## src/rtl/por_rel_pkg.sv

```systemverilog
package por_rel_pkg;

    // Width that holds the values 0..n inclusive
    function automatic int cnt_width(input int n);
        int w;
        w = 1;
        while ((1 << w) <= n) begin
            w = w + 1;
        end
        return w;
    endfunction

    // Two-stage synchronizer state
    typedef struct packed {
        logic meta;
        logic stab;
    } sync_st_t;

endpackage

```

## src/rtl/por_src_sel.sv

```systemverilog
module por_src_sel (
    input  logic rst_pin_n,
    input  logic cfg_pin_rst,
    output logic eff_level,
    output logic pin_low_hit,
    output logic pin_gpio
);
    // Pin is honoured only when configured as reset; otherwise tie high
    always_comb begin
        eff_level   = cfg_pin_rst ? rst_pin_n : 1'b1;
        pin_low_hit = cfg_pin_rst & ~rst_pin_n;
        pin_gpio    = ~cfg_pin_rst;
    end
endmodule

```

## src/rtl/por_sync2.sv

```systemverilog
module por_sync2
    import por_rel_pkg::*;
(
    input  logic clk,
    input  logic arst,
    input  logic din,
    output logic dout
);
    sync_st_t st_d, st_q;

    always_comb begin
        st_d.meta = din;
        st_d.stab = st_q.meta;
    end

    always_ff @(posedge clk or posedge arst) begin
        if (arst) begin
            st_q <= '0;
        end else begin
            st_q <= st_d;
        end
    end

    assign dout = st_q.stab;
endmodule

```

## src/rtl/por_delay_cnt.sv

```systemverilog
module por_delay_cnt #(
    parameter int DELAY_CYCLES = 18000,
    parameter int CW           = por_rel_pkg::cnt_width(DELAY_CYCLES)
) (
    input  logic          clk,
    input  logic          arst,
    input  logic          run,
    output logic [CW-1:0] cnt,
    output logic          hold
);
    localparam logic [CW-1:0] TERM = CW'(DELAY_CYCLES);

    typedef struct packed {
        logic [CW-1:0] cnt;
        logic          hold;
    } dly_st_t;

    dly_st_t st_d, st_q;

    always_comb begin
        st_d = st_q;
        // Advance only while the level is high and below terminal count
        if (run && (st_q.cnt != TERM)) begin
            st_d.cnt = st_q.cnt + 1'b1;
        end
        // Latch clears on reaching terminal; never sets again without arst
        if (st_d.cnt == TERM) begin
            st_d.hold = 1'b0;
        end
    end

    always_ff @(posedge clk or posedge arst) begin
        if (arst) begin
            st_q.cnt  <= '0;
            st_q.hold <= 1'b1;
        end else begin
            st_q <= st_d;
        end
    end

    assign cnt  = st_q.cnt;
    assign hold = st_q.hold;
endmodule

```

## src/rtl/por_release_timer.sv

```systemverilog
module por_release_timer #(
    parameter int DELAY_CYCLES = 18000
) (
    input  logic clk,
    input  logic por_pulse,
    input  logic rst_pin_n,
    input  logic cfg_pin_rst,
    output logic chip_rst,
    output logic pin_is_gpio
);
    localparam int CW = por_rel_pkg::cnt_width(DELAY_CYCLES);

    logic          eff_level;
    logic          pin_low_hit;
    logic          arst;
    logic          sync_lvl;
    logic [CW-1:0] dly_cnt;
    logic          hold;

    por_src_sel u_sel (
        .rst_pin_n   (rst_pin_n),
        .cfg_pin_rst (cfg_pin_rst),
        .eff_level   (eff_level),
        .pin_low_hit (pin_low_hit),
        .pin_gpio    (pin_is_gpio)
    );

    // Any active source clears the whole chain asynchronously
    assign arst = por_pulse | pin_low_hit;

    por_sync2 u_sync (
        .clk  (clk),
        .arst (arst),
        .din  (eff_level),
        .dout (sync_lvl)
    );

    por_delay_cnt #(
        .DELAY_CYCLES (DELAY_CYCLES),
        .CW           (CW)
    ) u_cnt (
        .clk  (clk),
        .arst (arst),
        .run  (sync_lvl),
        .cnt  (dly_cnt),
        .hold (hold)
    );

    assign chip_rst = hold;
endmodule

```

## config.mk

```make
export PLATFORM = sky130hd
export DESIGN_NAME = por_release_timer
export DESIGN_NICKNAME = d
export VERILOG_FILES = /design/src/rtl/por_rel_pkg.sv /design/src/rtl/por_src_sel.sv /design/src/rtl/por_sync2.sv /design/src/rtl/por_delay_cnt.sv /design/src/rtl/por_release_timer.sv
export SDC_FILE = /design/constraint.sdc
export NUM_CORES = 1
export LEC_CHECK = 0
export ABC_CLOCK_PERIOD_IN_PS = 6400
export BUFFER_PORTS_ARGS = -buffer_cell sky130_fd_sc_hd__buf_2
export CELL_PAD_IN_SITES_DETAIL_PLACEMENT = 1
export CELL_PAD_IN_SITES_GLOBAL_PLACEMENT = 1
export CORE_MARGIN = 8
export CORE_UTILIZATION = 50
export CTS_CLUSTER_SIZE = 40
export DETAILED_ROUTE_END_ITERATION = 7
export GPL_TIMING_DRIVEN = 0
export HOLD_SLACK_MARGIN = 0.05
export MAX_ROUTING_LAYER = met4
export PLACE_DENSITY = 0.91
export SLEW_MARGIN = 20
export SYNTH_ARGS = -nofsm -noshare
export SYNTH_HDL_FRONTEND = slang
export SYNTH_SLANG_ARGS = --single-unit
```

## constraint.sdc

```tcl
create_clock -name clk -period 6.4 [get_ports clk]
set_input_delay 1.28 -clock clk [delete_from_list [all_inputs] [get_ports clk]]
set_output_delay 1.28 -clock clk [all_outputs]
set_load 0.02 [all_outputs]
```

==> flow_summary.ini <==
[grt]
grt_pass1_wl_um = 3700
grt_max_degree = 11
antenna_found_initial = 0
track_usage_pct = 13.7
grt_pass1_vias = 804
gr-total-overflow = 0

[cts]
clk_latency_ns = 0.30
ctsResizeCount = 0
clk_path_buf_depth = 2
cts_setup_buffers = 0
numCtsBuffers = 3
cts_tree = done
cts-root-buf = clkbuf_4
clock_tree.htree_level_count = 1
cts_sinks = 18
cts_hold_buffers = 0
path_clk_slew_ns = 0.10

[route]
num_vias = 776
drcViolationCount = 0
wl_um = 2180
drt-pass1-iter-count = 4
wl_per_cell_um = 16.3
drtIter0Drc = 6
ant_nets = 0
via_per_inst = 5.79

[floorplanning]
num_rows = 16
die_x_um = 61.1
ioPinCount = 6
core-area_mm2 = 0.00194
dieArea_mm2 = 0.00373
die_h_um = 61.1
initial_core_util_pct = 52.3

[worst_hold_path]
worstHoldPathCells = 0
worst_hold_path_type = flip-flop to flip-flop

[setup_path]
end_kind = output pin
r2r_cells = 7
path_class = input port to output pin
crit_fanout = 2
crit_required_ns = 5.12
cp.arrival_ns = 1.61
worstSetupStartpointType = input port

[placement]
place_hpwl_um = 1680
preCtsSetupSlack_ns = 3.52
dp_cells = 130
io_buffers = 5
place.gp.congestion = 0.841

[job]
drv_cap = 0

[sta]
fmax_mhz = 346
setup_viol = 0
finalHoldViolations = 0
fin_ws_ns = 3.51
drv_slew = 0
tightest_slew_ns = 0.467
rsz0062_at_grt = no
finalCriticalPeriod_ns = 2.89
slew_headroom_pct = 68.7
period_share_pct = 45.2
fin_tns_setup_ns = 0
finalClockSkew_ns = 0.00937

[pwr]
finalPower_mw = 0.359
p_leak_nw = 0.486
ir_drop_uv = 141
powerDensity_mw_per_mm2 = 323

[logic_synthesis]
synth_seq_cells = 18
syn_inst = 97
ys_seq_area_share_pct = 44.5
synth_warnings = 0
synth.avg_cell_area_um2 = 10.5
synth_fp_nets = 103
ys_types = 34
synthesis.area_mm2 = 0.00101

[run_status]
status = complete, no violations

[finish]
mostFrequentLayoutCell = dfrtp_1
final_cell_mix = dfrtp_1, buf_2, xor2_1
final_util_pct = 57.3
antenna_cells = 0
syn2layout_area_growth_pct = 9.74
layout-drive-gt1-share_pct = 21.5
fin_cells = 134
fin_nets = 114
[critical path, cell delays in order]
cell and delay [ns]:
buf_2 0.11, inv_1 0.06, buf_2 0.17
[routing by layer]
metal	vias to the layer above	track usage [%]	part of all wire (%)
li1	367	-	-
met4	0	3.99	0.87
met2	10	23.7	52
met1	395	14.7	44
met3	4	3.97	3.2
met5	-	-	0
[sequential cells by signal, indices dropped and copies added (netlist names)]
name and flops:
u_cnt.cnt 15, u_cnt.hold 1, u_sync.dout 1, u_sync.st_d 1
[layout make-up]
| cell class | count | area [µm²] |
|---|---|---|
| inverters | 5 | 18.8 |
| well taps | 27 | 33.8 |
| clock buffers | 4 | 26.3 |
| flip-flops and latches | 18 | 452 |
| fillers | 229 | 828 |
| repair buffers | 6 | 36.3 |
| plain buffers | 4 | 20.0 |
| multi-input cells | 70 | 527 |
[path summary, 6_finish.rpt]
check                                         start                      to  slack, ns
min in group asynchronous                 por_pulse  u_cnt.cnt[2]$_DFF_PP0_       1.02
setup / recovery                        cfg_pin_rst             pin_is_gpio       3.51
hold reg to reg            u_sync.st_d[0]$_DFF_PP0_   u_sync.dout$_DFF_PP0_       0.36
hold / removal             u_sync.st_d[0]$_DFF_PP0_   u_sync.dout$_DFF_PP0_       0.36
max in group asynchronous               cfg_pin_rst  u_cnt.hold$_DFFE_PP1N_       4.72
setup reg to reg             u_cnt.cnt[0]$_DFF_PP0_  u_cnt.hold$_DFFE_PP1N_       4.05
[synth_stat cells]
| cell type | number | area share [%] |
|---|---|---|
| nand2b_1 | 2 | 1.2 |
| xor2_1 | 8 | 6.9 |
| nand3_4 | 1 | 1.7 |
| a211oi_1 | 2 | 1.5 |
| nand4b_1 | 1 | 0.86 |
| nand3_1 | 4 | 2.0 |
| nor3_2 | 1 | 0.99 |
| xnor2_1 | 6 | 5.2 |
| or4b_1 | 2 | 2.0 |
| o31ai_1 | 1 | 0.74 |
| buf_2 | 4 | 2.0 |
| o31ai_2 | 1 | 1.2 |
| mux2i_1 | 1 | 0.99 |
| o41a_1 | 1 | 1.1 |
| or4b_2 | 2 | 2.0 |
| nand3b_1 | 2 | 1.5 |
| nand4_1 | 4 | 2.5 |
| o22ai_1 | 1 | 0.62 |
| nor2_1 | 5 | 1.8 |
| or4_1 | 2 | 1.5 |
| dfrtp_1 | 17 | 42 |
| ha_1 | 2 | 2.5 |
| nor4_2 | 1 | 1.2 |
| and3_1 | 3 | 1.8 |
| and4bb_2 | 1 | 1.2 |
| nand2_1 | 6 | 2.2 |
| nor3b_1 | 1 | 0.74 |
| mux2_2 | 1 | 1.1 |
| inv_1 | 5 | 1.8 |
| nor3_1 | 5 | 2.5 |
| nor4bb_1 | 1 | 0.99 |
| a21oi_1 | 1 | 0.49 |
| dfstp_2 | 1 | 2.6 |
| nor2b_1 | 1 | 0.62 |
[power by group]
part	leakage, nW	switching, mW	internal [mW]	total [mW]
sequential	0.229	0.0307	0.137	0.168
combinational	0.242	0.0754	0.0557	0.131
clock	0.0150	0.0359	0.0243	0.0602
total	0.486	0.142	0.217	0.359
[stage by stage]
stage	hold slack, ns	instance area, µm²
after floorplan	0.331	1010
after global placement	0.334	1070
after detailed placement	0.342	1090
after CTS	0.366	1110
after global routing	0.377	1110
final	0.359	1110
[cell families (layout without fill, tap and decap cells)]
family	count (synthesis)	in the layout	synth area share, %
DFF	18	18	44.5
muxes	2	2	2.10
xor gates and xnor gates	14	14	12.1
and+or+nand+nor	45	45	29.3
AOI/OAI and AO/OA	7	7	5.67
adders and majority gates	2	2	2.47
buffers and inverters	9	19	3.82
(Power assumes the default switching activity.)
